## src/rtl/dit_pkg.sv

```systemverilog
package dit_pkg;

    // clock source of one interval timer, decoded from its mode field
    typedef enum logic [2:0] {
        SRC_DIV_A,
        SRC_DIV_B,
        SRC_EXT,
        SRC_CHAIN,
        SRC_OFF
    } src_e;

    // which match events flip the shared toggle output
    typedef enum logic [1:0] {
        TOG_T0,
        TOG_T1,
        TOG_HOLD
    } tog_e;

    localparam int TOG_LSB = 0;
    localparam int T0_LSB  = 2;
    localparam int T1_LSB  = 5;

    function automatic src_e decode_t0(input logic [1:0] f);
        unique case (f)
            2'b00:   return SRC_DIV_A;
            2'b01:   return SRC_DIV_B;
            2'b10:   return SRC_EXT;
            default: return SRC_OFF;
        endcase
    endfunction

    function automatic src_e decode_t1(input logic [1:0] f);
        unique case (f)
            2'b00:   return SRC_DIV_A;
            2'b01:   return SRC_DIV_B;
            2'b10:   return SRC_EXT;
            default: return SRC_CHAIN;
        endcase
    endfunction

    function automatic tog_e decode_tog(input logic [1:0] f);
        unique case (f)
            2'b00:   return TOG_T0;
            2'b01:   return TOG_T1;
            default: return TOG_HOLD;
        endcase
    endfunction

endpackage

```

## src/rtl/dit_prescaler.sv

```systemverilog
module dit_prescaler #(
    parameter int DIV_A = 12,
    parameter int DIV_B = 384
) (
    input  logic clk,
    input  logic rst_n,
    input  logic run,
    input  logic use_b,
    output logic tick
);
    localparam int RW = $clog2(DIV_B + 1);
    localparam int NW = RW + 1;

    logic [RW-1:0] res_q;
    logic [NW-1:0] nxt;
    logic [NW-1:0] lim;

    always_comb begin
        nxt  = {1'b0, res_q} + NW'(1);
        lim  = use_b ? NW'(DIV_B) : NW'(DIV_A);
        tick = run && (nxt >= lim);
    end

    // the residue survives a ratio change; an excess drains one tick per cycle
    always_ff @(posedge clk or negedge rst_n) begin
        if (!rst_n) begin
            res_q <= '0;
        end else if (run) begin
            if (tick) res_q <= RW'(nxt - lim);
            else      res_q <= RW'(nxt);
        end
    end
endmodule

```

## src/rtl/dit_edge_sync.sv

```systemverilog
module dit_edge_sync #(
    parameter int STAGES = 2
) (
    input  logic clk,
    input  logic rst_n,
    input  logic din,
    output logic rise
);
    logic [STAGES:0] sh_q;

    always_ff @(posedge clk or negedge rst_n) begin
        if (!rst_n) sh_q <= '0;
        else        sh_q <= {sh_q[STAGES-1:0], din};
    end

    assign rise = sh_q[STAGES-1] & ~sh_q[STAGES];
endmodule

```

## src/rtl/dit_counter.sv

```systemverilog
module dit_counter #(
    parameter int W = 8
) (
    input  logic         clk,
    input  logic         rst_n,
    input  logic         tick,
    input  logic [W-1:0] cmp,
    input  logic         flag_clr,
    output logic [W-1:0] cnt,
    output logic         match,
    output logic         flag
);
    logic [W-1:0] cnt_q;
    logic [W-1:0] inc;

    always_comb begin
        inc   = cnt_q + W'(1);
        match = tick && (inc == cmp);
    end

    always_ff @(posedge clk or negedge rst_n) begin
        if (!rst_n) begin
            cnt_q <= '0;
            flag  <= 1'b0;
        end else begin
            if (tick) cnt_q <= match ? '0 : inc;
            if (match)         flag <= 1'b1;
            else if (flag_clr) flag <= 1'b0;
        end
    end

    assign cnt = cnt_q;
endmodule

```

## src/rtl/dual_itimer.sv

```systemverilog
module dual_itimer
    import dit_pkg::*;
#(
    parameter int CNT_W       = 8,
    parameter int DIV_A       = 12,
    parameter int DIV_B       = 384,
    parameter int SYNC_STAGES = 2
) (
    input  logic             clk,
    input  logic             rst_n,
    input  logic             mode_we,
    input  logic [7:0]       mode_wdata,
    input  logic             cmp0_we,
    input  logic [CNT_W-1:0] cmp0_wdata,
    input  logic             cmp1_we,
    input  logic [CNT_W-1:0] cmp1_wdata,
    input  logic             ext_cnt,
    input  logic [1:0]       flag_clr,
    output logic             irq0,
    output logic             irq1,
    output logic             tog_out
);
    localparam int NT = 2;

    logic [1:0]       t0_sel_q, t1_sel_q, tog_sel_q;
    logic [CNT_W-1:0] cmp0_q, cmp1_q;
    logic             unused_mode_bits;

    src_e src0, src1;
    tog_e tog_src;

    logic             pre_run  [NT];
    logic             pre_useb [NT];
    logic             pre_tick [NT];
    logic             ext_rise;
    logic             tick0, tick1, match0, match1;
    logic [CNT_W-1:0] t0_cnt, t1_cnt;
    logic             tog_q;

    assign unused_mode_bits = mode_wdata[4] ^ mode_wdata[7];

    // state register: mode fields and compare values
    always_ff @(posedge clk or negedge rst_n) begin
        if (!rst_n) begin
            t0_sel_q  <= 2'b00;
            t1_sel_q  <= 2'b00;
            tog_sel_q <= 2'b00;
            cmp0_q    <= '0;
            cmp1_q    <= '0;
        end else begin
            if (mode_we) begin
                t0_sel_q  <= mode_wdata[T0_LSB +: 2];
                t1_sel_q  <= mode_wdata[T1_LSB +: 2];
                tog_sel_q <= mode_wdata[TOG_LSB +: 2];
            end
            if (cmp0_we) cmp0_q <= cmp0_wdata;
            if (cmp1_we) cmp1_q <= cmp1_wdata;
        end
    end

    always_comb begin
        src0    = decode_t0(t0_sel_q);
        src1    = decode_t1(t1_sel_q);
        tog_src = decode_tog(tog_sel_q);
    end

    // prescaler controls for both timers
    always_comb begin
        pre_run[0]  = (src0 == SRC_DIV_A) || (src0 == SRC_DIV_B);
        pre_useb[0] = (src0 == SRC_DIV_B);
        pre_run[1]  = (src1 == SRC_DIV_A) || (src1 == SRC_DIV_B);
        pre_useb[1] = (src1 == SRC_DIV_B);
    end

    for (genvar gi = 0; gi < NT; gi++) begin : g_pre
        dit_prescaler #(.DIV_A(DIV_A), .DIV_B(DIV_B)) u_pre (
            .clk   (clk),
            .rst_n (rst_n),
            .run   (pre_run[gi]),
            .use_b (pre_useb[gi]),
            .tick  (pre_tick[gi])
        );
    end

    dit_edge_sync #(.STAGES(SYNC_STAGES)) u_sync (
        .clk   (clk),
        .rst_n (rst_n),
        .din   (ext_cnt),
        .rise  (ext_rise)
    );

    // tick selection from the source state of each timer
    always_comb begin
        unique case (src0)
            SRC_DIV_A, SRC_DIV_B: tick0 = pre_tick[0];
            SRC_EXT:              tick0 = ext_rise;
            default:              tick0 = 1'b0;
        endcase
    end

    always_comb begin
        unique case (src1)
            SRC_DIV_A, SRC_DIV_B: tick1 = pre_tick[1];
            SRC_EXT:              tick1 = ext_rise;
            SRC_CHAIN:            tick1 = match0;
            default:              tick1 = 1'b0;
        endcase
    end

    dit_counter #(.W(CNT_W)) u_cnt0 (
        .clk      (clk),
        .rst_n    (rst_n),
        .tick     (tick0),
        .cmp      (cmp0_q),
        .flag_clr (flag_clr[0]),
        .cnt      (t0_cnt),
        .match    (match0),
        .flag     (irq0)
    );

    dit_counter #(.W(CNT_W)) u_cnt1 (
        .clk      (clk),
        .rst_n    (rst_n),
        .tick     (tick1),
        .cmp      (cmp1_q),
        .flag_clr (flag_clr[1]),
        .cnt      (t1_cnt),
        .match    (match1),
        .flag     (irq1)
    );

    // output process: shared toggle flip-flop
    always_ff @(posedge clk or negedge rst_n) begin
        if (!rst_n) begin
            tog_q <= 1'b0;
        end else begin
            unique case (tog_src)
                TOG_T0:  if (match0) tog_q <= ~tog_q;
                TOG_T1:  if (match1) tog_q <= ~tog_q;
                default: tog_q <= tog_q;
            endcase
        end
    end

    assign tog_out = tog_q;
endmodule

```

## config.mk

```make
export PLATFORM = sky130hd
export DESIGN_NAME = dual_itimer
export DESIGN_NICKNAME = d
export VERILOG_FILES = /design/src/rtl/dit_pkg.sv /design/src/rtl/dit_prescaler.sv /design/src/rtl/dit_edge_sync.sv /design/src/rtl/dit_counter.sv /design/src/rtl/dual_itimer.sv
export SDC_FILE = /design/constraint.sdc
export NUM_CORES = 1
export LEC_CHECK = 0
export BUFFER_PORTS_ARGS = -buffer_cell sky130_fd_sc_hd__buf_2
export CAP_MARGIN = 20
export CORE_UTILIZATION = 45
export CTS_CLUSTER_SIZE = 14
export DETAILED_ROUTE_END_ITERATION = 10
export GPL_TIMING_DRIVEN = 0
export PLACE_DENSITY = 0.65
export SYNTH_ARGS = -nofsm -noshare
export SYNTH_HDL_FRONTEND = slang
export SYNTH_SLANG_ARGS = --single-unit
```

## constraint.sdc

```tcl
create_clock -name clk -period 4.15 [get_ports clk]
set_clock_uncertainty 0.1 [all_clocks]
set_input_delay 0.6225 -clock clk [delete_from_list [all_inputs] [get_ports clk]]
set_output_delay 0.6225 -clock clk [all_outputs]
set_load 0.01 [all_outputs]
```

After elaboration in Yosys (flattened, before gate mapping)
Index checks and enable logic that the tools add are counted.
{"block": "op_classes", "addsub": 6, "order_cmp": 2, "n_eq_ne": 15, "mux": 18, "n_bitwise": 3, "n_reduce_logical": 18}
{"cell": "2-to-1 mux 9 bit", "count": 4}
{"cell": "adder 9 x 1 -> 10 bit, second input constant", "count": 2}
{"cell": ">= comparator 10 x 9 -> 1 bit", "count": 2}
{"cell": "subtractor 9 bit", "count": 2}
{"cell": "adder 8 x 1 -> 8 bit, second input constant", "count": 2}
{"cell": "equality test 8 bit", "count": 2}
{"cell": "2-to-1 mux 8 bit", "count": 2}
{"cell": "equality test 3 x 2 -> 1 bit, second input constant", "count": 3}
{"cell": "one-hot mux 3 bit (3 select lines)", "count": 1}
{"cell": "equality test 2 x 1 -> 1 bit, second input constant", "count": 4}
{"cell": "zero test 2 bit", "count": 4}
{"cell": "equality test 3 x 1 -> 1 bit, second input constant", "count": 2}
{"cell": "zero test 3 bit", "count": 2}
{"cell": "2-to-1 mux 1 bit", "count": 6}
{"cell": "one-hot mux 2 bit (3 select lines)", "count": 1}
{"cell": "nonzero test 2 bit", "count": 3}
{"cell": "equality test 2 bit, second input constant", "count": 2}
{"cell": "logical AND 1 bit", "count": 4}
{"cell": "one-hot mux 1 bit (2 select lines)", "count": 2}
{"cell": "one-hot mux 2 bit (2 select lines)", "count": 1}
{"cell": "OR reduction 2 bit", "count": 2}
{"cell": "one-hot mux 1 bit (3 select lines)", "count": 1}
{"cell": "AND reduction 3 bit", "count": 1}
{"cell": "logical OR 1 bit", "count": 2}
{"cell": "4 further kinds", "count": 5}
{"block": "word_totals", "reg_bits": 62, "out_inout_bits": 3, "word_cells": 75}

Depth between registers and ports, before layout
Gate-level depths: netlist of run 1.
{"block": "depth", "word_depth": 12, "ltp_mapped": 15, "mapped_depth_nobuf": 12}

Cells and area by module
From an unflattened synthesis of run 1, not the netlist that was laid out.
{"block": "unflattened", "cells_unflattened": 416, "hier_area_um2": 4145.2}
{"module": "dit_prescaler", "n_inst": 2, "cells_each": 104, "area_each_um2": 910.9}
{"module": "dit_counter", "n_inst": 2, "cells_each": 71, "area_each_um2": 654.4}
{"module": "dual_itimer", "n_inst": 1, "cells_each": 62, "area_each_um2": 925.9}
{"module": "dit_edge_sync", "n_inst": 1, "cells_each": 4, "area_each_um2": 88.8}

Worst setup path before layout of run 1
OpenSTA, ideal clock, no wires.
{"block": "synth_path", "path_type": "flip-flop to flip-flop", "start": "register t0_sel_q[1]", "end": "register u_cnt1.cnt_q[3], in the netlist u_cnt1.cnt[3]", "setup_time_ns": 0.122, "arrival_ns": 2.972, "t_required_ns": 3.928, "path_slack_ns": 0.956, "stages_incl_launch_ff": 14, "path_buffers": 3, "synth_period_minus_slack_ns": 3.194, "path_cell_list": "dfrtp_1 -> buf_1 -> nor2b_1 -> inv_1 -> ha_1 -> inv_1 -> fa_1 -> a2111oi_4 -> o2111ai_4 -> a31o_1 -> buf_6 -> and2_4 -> buf_6 -> a32o_1"}
{"block": "synth_between", "elab_chain_cells": 11, "word_cells_on_any_way": 17, "cone_classes": "order compare (1); eq/ne (4); mux (5); reduce/logical (7)"}
{"item": "start: declaration", "line_no": "dual_itimer.sv:25", "rtl": "logic [1:0] t0_sel_q, t1_sel_q, tog_sel_q;"}
{"item": "start signal: assignment", "line_no": "dual_itimer.sv:52", "rtl": "t0_sel_q <= mode_wdata[T0_LSB +: 2];"}
{"item": "equality test 2 bit, or another cell as far along", "line_no": "dit_pkg.sv:24", "rtl": "unique case (f)"}
{"item": "one-hot mux 3 bit (3 select lines) *", "line_no": "dit_pkg.sv:24"}
{"item": "equality test 3 x 1 -> 1 bit", "line_no": "dual_itimer.sv:69, dual_itimer.sv:70, dual_itimer.sv:94"}
{"item": "2-to-1 mux 9 bit", "line_no": "dit_prescaler.sv:20", "rtl": "lim = use_b ? NW'(DIV_B) : NW'(DIV_A);"}
{"item": ">= comparator 10 x 9 -> 1 bit", "line_no": "dit_prescaler.sv:21", "rtl": "tick = run && (nxt >= lim);"}
{"item": "logical AND 1 bit", "line_no": "dit_prescaler.sv:21"}
{"item": "one-hot mux 1 bit (2 select lines) *", "line_no": "dual_itimer.sv:94", "rtl": "unique case (src0)"}
{"item": "logical AND 1 bit *", "line_no": "dit_counter.sv:18", "rtl": "match = tick && (inc == cmp);"}
{"item": "one-hot mux 1 bit (3 select lines) *", "line_no": "dual_itimer.sv:102", "rtl": "unique case (src1)"}
{"item": "logical AND 1 bit", "line_no": "dit_counter.sv:18"}
{"item": "2-to-1 mux 8 bit", "line_no": "dit_counter.sv:26", "rtl": "if (tick) cnt_q <= match ? '0 : inc;"}
{"item": "end signal: assignment", "line_no": "dit_counter.sv:26"}
{"item": "end: declaration", "line_no": "dit_counter.sv:13", "rtl": "logic [W-1:0] cnt_q;"}
Every way passes the cells marked *; elsewhere a longest branch is shown, timed or not.
A chain may end at the register's enable or synchronous reset.

Final worst setup path of run 1
{"block": "layout_path", "start": "register g_pre[1].u_pre.res_q[2]", "end": "register u_cnt1.cnt_q[7], in the netlist u_cnt1.cnt[7]"}
{"block": "layout_between", "elab_chain_cells": 6}
{"item": "start: declaration", "line_no": "dit_prescaler.sv:14", "rtl": "logic [RW-1:0] res_q;"}
{"item": "start signal: assignment", "line_no": "dit_prescaler.sv:29", "rtl": "if (tick) res_q <= RW'(nxt - lim);"}
{"item": "start signal: assignment", "line_no": "dit_prescaler.sv:30", "rtl": "else res_q <= RW'(nxt);"}
{"item": "adder 9 x 1 -> 10 bit *", "line_no": "dit_prescaler.sv:19", "rtl": "nxt = {1'b0, res_q} + NW'(1);"}
{"item": ">= comparator 10 x 9 -> 1 bit *", "line_no": "dit_prescaler.sv:21"}
{"item": "logical AND 1 bit *", "line_no": "dit_prescaler.sv:21"}
{"item": "one-hot mux 1 bit (3 select lines) *", "line_no": "dual_itimer.sv:102"}
{"item": "logical AND 1 bit", "line_no": "dit_counter.sv:18"}
{"item": "2-to-1 mux 8 bit", "line_no": "dit_counter.sv:26"}
Marks and branches as above.

==> key figures, run 1 <==
Cells and area
  • Final #Nets: 502
  • Area growth syn-to-layout: 11.1%
  • Core Util, Final: 51.6%
  • Post-Layout Cell Count: 567
  • Fraction of layout cells with a size suffix above 1: 20.5%
  • Antenna cell count: 0

Worst setup path
  • Delay-heaviest family, CP: simple AND/OR/NAND/NOR gates
  • CP peak stage delay: 450 ps
  • Critical path type: flop to flop
  • Buf/Inv on CP: 3
  • Startpoint types: flop
  • CP max FO: 10
  • Critical Path AT: 3780 ps
  • Crit-path cells: and3_1 -> clkbuf_1 -> and2_1 -> nand3_1 -> xnor2_1 -> ha_1 -> and3_1 -> nand3_1 -> o31a_1 -> o21ai_1 -> nand2b_1 -> clkbuf_1 -> and2_4 -> buf_6 -> o22ai_1
  • Critical-path top delay cell: dfrtp_1
  • Worst Setup End Kind: flop
  • CP Data Required Time: 4240 ps
  • Flop-to-flop setup slack: 460 ps

Synthesis
  • Most common cell in the netlist: dfrtp_1
  • Mean Syn Cell Area: 9.79 um^2
  • Synth area leaders: dfrtp_1 38%, mux2_2 6.9%, xnor2_1 5.4%, ha_1 4.3%, o21ai_0 3.8%
  • Area share of fa/ha/maj cells after synthesis: 5.31%
  • Xor-xnor portion of the synthesized cell area: 8.86%
  • Yosys top cell area share: 38.3%
  • Post-synth top cells: 62 x dfrtp_1, 31 x o21ai_0, 28 x nand2_1, 25 x mux2_2, 25 x xnor2_1
  • Post-synthesis cell area: 4050 um^2
  • Ys Warns: 0
  • Sequential area share after synthesis: 38.3%
  • Dominant combinational cell family by area after synthesis: compound AO/OA/AOI/OAI gates
  • Count of cell types in the netlist: 66
  • Post-synthesis net count: 462
  • Ys flop type: dfrtp_1
  • Mux cell area share after synthesis: 8.21%
  • Compound-Gate Fraction of Synth Area: 18.0%
  • EDFF count, synth: 0
  • FFs w/ async S/R, synth: 100%
  • Post-Synth Simple-Gate Area: 17.4%
  • Yosys reg bits: 62
  • Cell taking the most area after synthesis: dfrtp_1
  • Post-Syn Instances: 414

Timing
  • Final Max Tran Viols: 0
  • Crit path time final: 3690 ps
  • Final setup fails: 0
  • Max-slew headroom: 46.5%
  • WHS: 248 ps
  • RSZ-0062 raised after global routing: no
  • Hold Vio Cnt, Final: 0
  • Fmax achieved: 271 MHz
  • Worst slew pin tran: 803 ps
  • Tcrit/Tclk final: 88.9%
  • Fin Setup TNS: 0 ps

Place
  • Post-Place Cells: 551
  • Port Buffer Count: 29
  • Post-DP HPWL: 5890 um
  • Routability cong.: 0.856

Power
  • Lkg Pwr: 0.00189 uW
  • Peak supply drop: 0.304 mV
  • Power per Cell Area: 641 nW/um^2

Global route
  • First-pass GRT wire length: 14400 um
  • Largest net degree at the start of global routing: 63
  • Vias in the first global route: 3149
  • Antenna violations before repair: 0
  • GR Util All Layers: 18.7%
  • Global route overflow: 0

Drt
  • Routed Antenna Nets: 0
  • DRC viols: 0
  • 1st-pass router iterations: 4
  • Wirelength per Cell: 14.4 um
  • DR iter-0 viols: 116
  • Via Count: 3129
  • WL final: 8190 um
  • Post-DR vias/cell: 5.52

Clock tree
  • Clock sink count: 62
  • Root buffer cell: clkbuf_8
  • Postcts setup bufs: 0
  • PostCTS Resize Cnt: 0
  • Max Buffers Root-to-Sink: 2
  • CTS Hold Buffers Added: 0
  • Clock network latency to the later pin of the worst-skew pair: 340 ps
  • CTS tree: yes
  • CTS clock-pin slew for the worst setup and hold paths: 70 ps
  • Num CTS Buffers: 9
  • H-tree depth: 3

Floorplanning
  • Starting Density: 46.5%
  • Die Wd: 96.9 um
  • Core ar.: 8720 um^2
  • Boundary pin count: 35
  • Area of the die: 9390 um^2
  • Row count: 34
  • Chip Height: 96.9 um

Flow run
  • Max-cap violation count: 0

Min path
  • HP Class: flop to flop

Outcome
  • Status: finished, final reports clean
## metrics by stage
step	power [uW]	worst slack, ps	area, um^2
after floorplan	2100	956	4050
after global placement	2380	512	4330
after detailed placement	2420	499	4340
after CTS	2910	475	4500
after global routing	3140	228	4500
final	2890	462	4500
## final cells by class
cell class	count	area, um^2
Fill cell	815	4220
Multi-Input combinational cell	316	2340
Sequential cell	62	1550
Timing Repair Buffer	29	148
Clock buffer	12	145
Tap cell	108	135
Buffer	21	103
Inverter	15	56.3
Clock inverter	4	22.5
## power breakdown
| group | leakage (uW) | switching [uW] | total, uW | internal [uW] |
|---|---|---|---|---|
| combinational | 0.00105 | 818 | 1480 | 659 |
| sequential | 0.000749 | 171 | 939 | 768 |
| clock | 0.0000861 | 239 | 470 | 230 |
| total | 0.00189 | 1230 | 2890 | 1660 |
## logic make-up (layout without fill, tap and decap cells)
logic type / after synthesis / in the layout
fa+ha+maj: 16 / 16
compound gates: 98 / 98
xor+xnor: 41 / 41
mux: 30 / 30
flops: 62 / 62
buf+inv: 36 / 81
simple gates: 131 / 131
## registers in the layout, summed over array words and instances (netlist names)
name               count
u_cnt1.cnt             8
t0_sel_q               2
u_cnt1.flag            1
u_cnt0.cnt             8
tog_sel_q              2
tog_out                1
cmp0_q                 8
g_pre.u_pre.res_q     18
cmp1_q                 8
t1_sel_q               2
u_sync.sh_q            3
u_cnt0.flag            1
## placed cells by master, fill, tap and decap left out, drive strengths merged, types with 5 or more instances in the layout
cell type,Yosys,layout
o21ai,35,35
ha,14,14
buf,10,39
xnor2,25,25
clkbuf,11,23
nand3,17,17
nor2,23,23
and2,9,9
xor2,16,16
nand4,9,9
o211ai,7,7
inv,15,15
dfrtp,62,62
nand2b,8,8
and3,7,7
o31ai,5,5
nor3,8,8
a211o,5,5
a21oi,7,7
nand2,29,29
a31oi,8,8
mux2,26,26
## final timing paths
check | from | end | cells past startpoint
worst min-delay path | u_sync.sh_q[0] | u_sync.sh_q[1] | 0
worst max register to register | g_pre[1].u_pre.res_q[2] | u_cnt1.cnt[7] | 15
max in group asynchronous | rst_n | tog_sel_q[1] | 1
min in group asynchronous | rst_n | cmp0_q[0] | 1
worst max-delay path | g_pre[1].u_pre.res_q[2] | u_cnt1.cnt[7] | 15
worst min register to register | u_sync.sh_q[0] | u_sync.sh_q[1] | 0
## worst reg2reg max path: cells and delay by family (launching register included)
kind | cells | cell delay (ps)
simple gates | 7 | 1110
buf+inv | 3 | 750
compound gates | 3 | 610
flops | 1 | 450
fa+ha+maj | 1 | 360
xor+xnor | 1 | 170
## per-layer routing
metal,vias to the layer above,wire length (um),global-route usage (%)
met3,8,159,3.11
met1,1503,4000,24.1
met5,-,0,0
met2,35,3930,31.8
li1,1583,-,-
met4,0,103,6.20
No activity file was read; power rests on OpenSTA's default activity.
==> run 2, diff against run 1 <==
- SYNTH_HIERARCHICAL: not set -> 1
==> run 2 against run 1 <==
Against the previous run:
- the run now ends with setup timing left
- global-route usage is 0.48 points higher
- sequential share of layout area down 3.1 points
- fmax shrank 12%
- setup slack got worse by 500 ps
- register-to-register slack lost 500 ps
- count of clock-buffer cells in the layout up 1
- synthesized cell count up 0.48%
- combinational power up 30%
- worst hold slack gained 8.3 ps
- sequential power is 0.7% lower
- first-iteration DRC count rose by 0.86%
- synthesized area rose by 2.3%
- largest cell class unchanged
==> key figures, run 2 <==
Outcome
  • Status: complete, but fails checks
  • Failing checks: setup timing

Timing
  • Worst slew pin tran: 771 ps
  • RSZ-0062 raised after global routing: yes
  • Final WS setup: -38.9 ps
  • Fmax achieved: 239 MHz
  • Max-slew headroom: 48.6%
  • Crit path time final: 4190 ps
  • Hold Vio Cnt, Final: 0
  • Final Max Tran Viols: 0
  • Tcrit/Tclk final: 101%
  • Final setup fails: 9
  • WHS: 256 ps

Worst setup path
  • Cells on worst reg2reg path: 25
  • CP max FO: 7
  • Flop-to-flop setup slack: -40 ps
  • Worst Setup EP: u_cnt1/cnt[3]
  • R2r startpoint: g_pre[0].u_pre/res_q[0]
  • Worst Setup End Kind: flop
  • Critical Path AT: 4300 ps
  • Critical path type: flop to flop
  • Reg-to-reg endpoint: u_cnt1/cnt[3]
  • Startpoint types: flop
  • Critical path launch point: g_pre[0].u_pre/res_q[0]
  • CP Data Required Time: 4260 ps

Global route
  • First-pass GRT wire length: 14800 um
  • Met1 usage: 24.6%
  • GR peak layer: met2
  • Antenna violations before repair: 0
  • GR Util All Layers: 19.2%
  • Met2 Use GR: 30.3%
  • Met3 Usage GRT: 4.58%
  • Vias in the first global route: 3268
  • Global route overflow: 0
  • Largest net degree at the start of global routing: 63

Cells and area
  • Fraction of layout cells with a size suffix above 1: 35.5%
  • Commonest non-fill, non-tap cell in the layout: dfrtp_1
  • Final Cell Area: 4950 um^2
  • Commonest non-fill, non-tap cells in the layout: 60 x dfrtp_1, 33 x buf_2, 27 x buf_4, 27 x a21oi_1
  • Area growth syn-to-layout: 19.5%
  • Post-Layout Cell Count: 593
  • Largest reg by FF count: g_pre.u_pre/res_q
  • Antenna cell count: 0
  • Max FFs per register: 18
  • Core Util, Final: 56.2%
  • Final #Nets: 528

Place
  • Post-DP HPWL: 5710 um
  • Routability cong.: 0.835
  • Placement Cell Area: 4430 um^2
  • Post-Place Cells: 553
  • Port Buffer Count: 29

Floorplanning
  • Core ar.: 8810 um^2
  • Row count: 34
  • Chip Height: 98.0 um
  • Boundary pin count: 35
  • Starting Density: 47.1%
  • Area of the die: 9600 um^2
  • Die Wd: 98.0 um

Min path
  • HP Class: primary input to asynchronous set/reset pin

Drt
  • Wirelength per Cell: 14.6 um
  • DR iter-0 viols: 117
  • Via Count: 3291
  • DRC viols: 0
  • WL final: 8680 um
  • Routed Antenna Nets: 0
  • Post-DR vias/cell: 5.55
  • 1st-pass router iterations: 6

Synthesis
  • Post-Syn Instances: 416
  • FFs w/ async S/R, synth: 100%
  • Synth area leaders: dfrtp_1 37%, mux2_2 6.5%, xnor2_1 5.1%, xor2_1 4.4%, ha_1 4.2%
  • Yosys reg bits: 62
  • Sequential area share after synthesis: 37.4%
  • Post-synthesis net count: 464
  • Cell taking the most area after synthesis: dfrtp_1
  • Post-synthesis cell area: 4150 um^2
  • Mean Syn Cell Area: 9.96 um^2
  • EDFF count, synth: 0
  • Count of cell types in the netlist: 57
  • Post-synth top cells: 62 x dfrtp_1, 29 x a21oi_1, 27 x nor2_1, 26 x nand2_1
  • Yosys top cell area share: 37.4%
  • Most common cell in the netlist: dfrtp_1
  • Ys flop type: dfrtp_1
  • Ys Warns: 6

Clock tree
  • Root buffer cell: clkbuf_8
  • Max Buffers Root-to-Sink: 2
  • CTS clock-pin slew for the worst setup and hold paths: 70 ps
  • Num CTS Buffers: 9
  • Clock network latency to the later pin of the worst-skew pair: 340 ps
  • H-tree depth: 3
  • CTS tree: yes
  • Clock sink count: 62

Power
  • Peak supply drop: 0.307 mV
  • Lkg Pwr: 0.00216 uW
  • Power per Cell Area: 686 nW/um^2

Flow run
  • Max-cap violation count: 0
==> run 2: changes by cell type after synthesis, sizes merged, moves of 6 or more <==
cell    delta
o21ai     -23
a21oi     +22
nand2b     -8
buf        +7
inv        +7
mux2i      +6
nor2       +6
==> run 2: layer usage <==
layer | share of wire (%) | wire length [um] | vias up
li1 | - | - | 1616
met1 | 47 | 4090 | 1572
met2 | 46 | 3960 | 78
met3 | 4.2 | 362 | 25
met4 | 3.0 | 262 | 0
met5 | 0 | 0 | -
==> run 2: worst min-delay path by stage <==
stage	from	end	slack [ps]	cells past startpoint
global route	u_sync/sh_q[0]	u_sync/sh_q[1]	260	0
floorplan	rst_n	cmp0_q[0]	230	0
finish	rst_n	cmp0_q[5]	260	1
global placement	u_sync/sh_q[0]	u_sync/sh_q[1]	240	0
CTS	u_sync/sh_q[0]	u_sync/sh_q[1]	260	0
detailed placement	u_sync/sh_q[0]	u_sync/sh_q[1]	250	0
==> run 2: power breakdown <==
| part | internal [uW] | switching [uW] |
|---|---|---|
| sequential | 771 | 161 |
| clock | 310 | 234 |
| combinational | 923 | 999 |
| total | 2000 | 1390 |
==> run 2: repair_timing <==
item,CTS,global route
hold buffers,0,0
pin swaps,29,19
setup buffers,19,7
resized for setup,22,8
gates cloned,0,0
setup endpoints to repair,10,10
==> run 2: critical path, cell delays in order (launching register included) <==
cell and delay [ps]:
dfrtp_2 400, buf_4 120, and2_4 140, and4_4 240
nand3_4 100, xnor2_4 150, ha_4 300, nand3_1 70
nor2_2 120, a221o_1 190, buf_6 110, and2_4 130
a22o_4 140, nand3_2 60, nor3_2 140, o211ai_2 140
nor3_4 190, mux2i_1 120, a21oi_2 170, nand3_1 100
nor3_2 150, o211ai_2 150, nor3_4 190, buf_4 160
buf_6 130, o22ai_2 60
==> run 2: area by class of cell <==
| type | count | area, um^2 |
|---|---|---|
| buffer | 21 | 159 |
| clock buffer | 13 | 159 |
| tap | 108 | 135 |
| inverter | 22 | 82.6 |
| timing repair buffer | 55 | 350 |
| clock inverter | 3 | 42.5 |
| sequential | 62 | 1550 |
| fill | 744 | 3850 |
| multi-input combinational | 309 | 2470 |
==> run 2: kinds of logic (layout without fill, tap and decap cells) <==
kind of cell	Yosys count	in the layout	share of synthesized area (%)
compound gates	84	84	14.7
xor+xnor	45	45	9.51
fa+ha+maj	16	16	5.19
buf+inv	45	114	6.13
flops	62	62	37.4
mux	34	34	8.93
simple gates	130	130	18.1
==> run 2: metrics by stage <==
step	total power (uW)	setup slack, ps	setup TNS (ps)
after floorplan	2270	-261	-715
after global placement	2540	-1130	-8750
after detailed placement	2590	-1170	-9160
after CTS	3310	-346	-2880
after global routing	3670	-322	-2670
final	3400	-38.9	-190
==> run 3, diff against run 2 <==
- CTS_BUF_LIST: not set -> sky130_fd_sc_hd__clkbuf_8 sky130_fd_sc_hd__clkbuf_16
==> run 3 against run 2 <==
Against the previous run:
- first-iteration DRC count down 0.85%
- routed wire length increased by 0.58%
- via count hardly changed
- setup slack lost 9.0 ps
- die area stayed put
- the flow still finishes with violations (setup timing)
- design area unchanged
- highest routed layer unchanged
- worst hold slack worse by 1.7 ps
==> key figures, run 3 (synthesized netlist as in run 2, its figures left out) <==
Power
  • Register share of total power: 27.4%
  • Clock Power Share: 15.9%
  • Net Sw Power: 1400 uW
  • Power per Cell Area: 686 nW/um^2
  • Total power: 3400 uW
  • Combinational Power Share: 56.6%
  • Peak supply drop: 0.309 mV
  • Internal power: 2000 uW
  • Sw Share: 41.2%
  • Lkg Pwr: 0.00217 uW

Worst setup path
  • Worst Setup End Kind: flop
  • Startpoint types: flop
  • Critical path type: flop to flop
  • CP max FO: 7
  • CP Data Required Time: 4260 ps
  • Critical Path AT: 4310 ps

Floorplanning
  • Chip Height: 98.0 um
  • Area of the die: 9600 um^2
  • Die Wd: 98.0 um
  • Boundary pin count: 35
  • Core ar.: 8810 um^2
  • Starting Density: 47.1%
  • Row count: 34

Drt
  • Routed Antenna Nets: 0
  • DRC viols: 0
  • Wirelength per Cell: 14.7 um
  • 1st-pass router iterations: 6
  • Post-DR vias/cell: 5.55
  • Via Count: 3290
  • WL final: 8730 um
  • DR iter-0 viols: 116

Global route
  • Global route overflow: 0
  • First-pass GRT wire length: 14900 um
  • GR Util All Layers: 19.2%
  • Largest net degree at the start of global routing: 63
  • Vias in the first global route: 3278
  • Antenna violations before repair: 0

Cells and area
  • Post-Layout Cell Count: 593
  • Final Cell Area: 4950 um^2
  • Area growth syn-to-layout: 19.5%
  • Commonest non-fill, non-tap cell in the layout: dfrtp_1
  • Final #Nets: 528
  • Max FFs per register: 18
  • Commonest non-fill, non-tap cells in the layout: 60 x dfrtp_1, 33 x buf_2, 27 x buf_4, 27 x a21oi_1
  • Antenna cell count: 0
  • Fraction of layout cells with a size suffix above 1: 35.5%
  • Filler Cell Count: 744
  • Largest reg by FF count: g_pre.u_pre/res_q

Timing
  • RSZ-0062 raised after global routing: yes
  • Fmax achieved: 238 MHz
  • Max-slew headroom: 48.4%
  • Final WS setup: -47.8 ps
  • Tcrit/Tclk final: 101%
  • Fin Setup TNS: -268 ps
  • Final setup fails: 9
  • Hold Vio Cnt, Final: 0
  • Crit path time final: 4200 ps
  • Final Max Tran Viols: 0
  • Worst slew pin tran: 774 ps

Clock tree
  • CTS tree: yes
  • H-tree depth: 3
  • CTS clock-pin slew for the worst setup and hold paths: 70 ps
  • Root buffer cell: clkbuf_8
  • Max Buffers Root-to-Sink: 2
  • CTS Hold Buffers Added: 0
  • Clock sink count: 62
  • Num CTS Buffers: 9
  • Clock network latency to the later pin of the worst-skew pair: 330 ps

Min path
  • HP Class: primary input to asynchronous set/reset pin

Place
  • Placement Cell Area: 4430 um^2
  • Post-DP HPWL: 5710 um
  • Dpl ws: -1170 ps
  • Post-Place Cells: 553
  • Routability cong.: 0.835
  • Port Buffer Count: 29

Flow run
  • Max-cap violation count: 0

Outcome
  • Status: complete, but fails checks
  • Failing checks: setup timing
-- run 3: power by group through the flow --
stage | clock [uW] | sequential, uW | combinational [uW]
2_1_floorplan | 0 | 902 | 1360
3_3_place_gp | 0 | 932 | 1610
3_5_place_dp | 0 | 940 | 1650
4_1_cts | 560 | 928 | 1820
5_1_grt | 590 | 961 | 2110
6_report | 541 | 933 | 1920
-- run 3: layout make-up --
class | count | area [um^2] | area share, %
clock buffers | 11 | 151 | 3.06
multi-input cells | 309 | 2470 | 49.9
inverters | 22 | 82.6 | 1.67
flip-flops and latches | 62 | 1550 | 31.4
plain buffers | 21 | 159 | 3.21
well taps | 108 | 135 | 2.73
clock inverters | 5 | 50.0 | 1.01
repair buffers | 55 | 350 | 7.07
-- run 3: final timing paths --
check,cells past startpoint,startpoint,end,slack (ps)
max,25,g_pre[0].u_pre/res_q[0],u_cnt1/cnt[3],-50
min,1,rst_n,cmp0_q[5],250
max reg2reg,25,g_pre[0].u_pre/res_q[0],u_cnt1/cnt[3],-50
min reg2reg,0,u_sync/sh_q[0],u_sync/sh_q[1],260
max in group asynchronous,1,rst_n,g_pre[0].u_pre/res_q[1],3150
min in group clk,0,u_sync/sh_q[0],u_sync/sh_q[1],260
-- run 3: through the flow --
stage	utilization [%]	hold WS, ps
floorplan	-	227
global placement	50.3	236
detailed placement	50.3	247
CTS	55.2	262
global route	56.2	264
finish	56.2	255
-- run 3: metal layers --
| metal | vias to the layer above | track usage (%) | share of wire [%] |
|---|---|---|---|
| met5 | - | 0 | 0 |
| met3 | 22 | 4.58 | 4.0 |
| met4 | 0 | 9.44 | 2.8 |
| li1 | 1615 | - | - |
| met2 | 75 | 30.5 | 46 |
| met1 | 1578 | 24.5 | 47 |
-- run 3: timing repair --
action                                 CTS  global route
setup endpoints to repair               10            10
resized for setup                       22             8
endpoints found under the hold margin    0             0
setup buffers                           19             7
pin swaps                               29            19
gates cloned                             0             0
-- run 3: critical path: stages, from the launching register on --
cell,delay [ps]
dfrtp_2,400
buf_4,120
and2_4,140
and4_4,240
nand3_4,100
xnor2_4,150
ha_4,300
nand3_1,70
nor2_2,110
a221o_1,190
buf_6,110
and2_4,130
a22o_4,140
nand3_2,60
nor3_2,140
o211ai_2,140
nor3_4,190
mux2i_1,120
a21oi_2,170
nand3_1,100
nor3_2,150
o211ai_2,150
nor3_4,190
buf_4,160
buf_6,130
o22ai_2,60
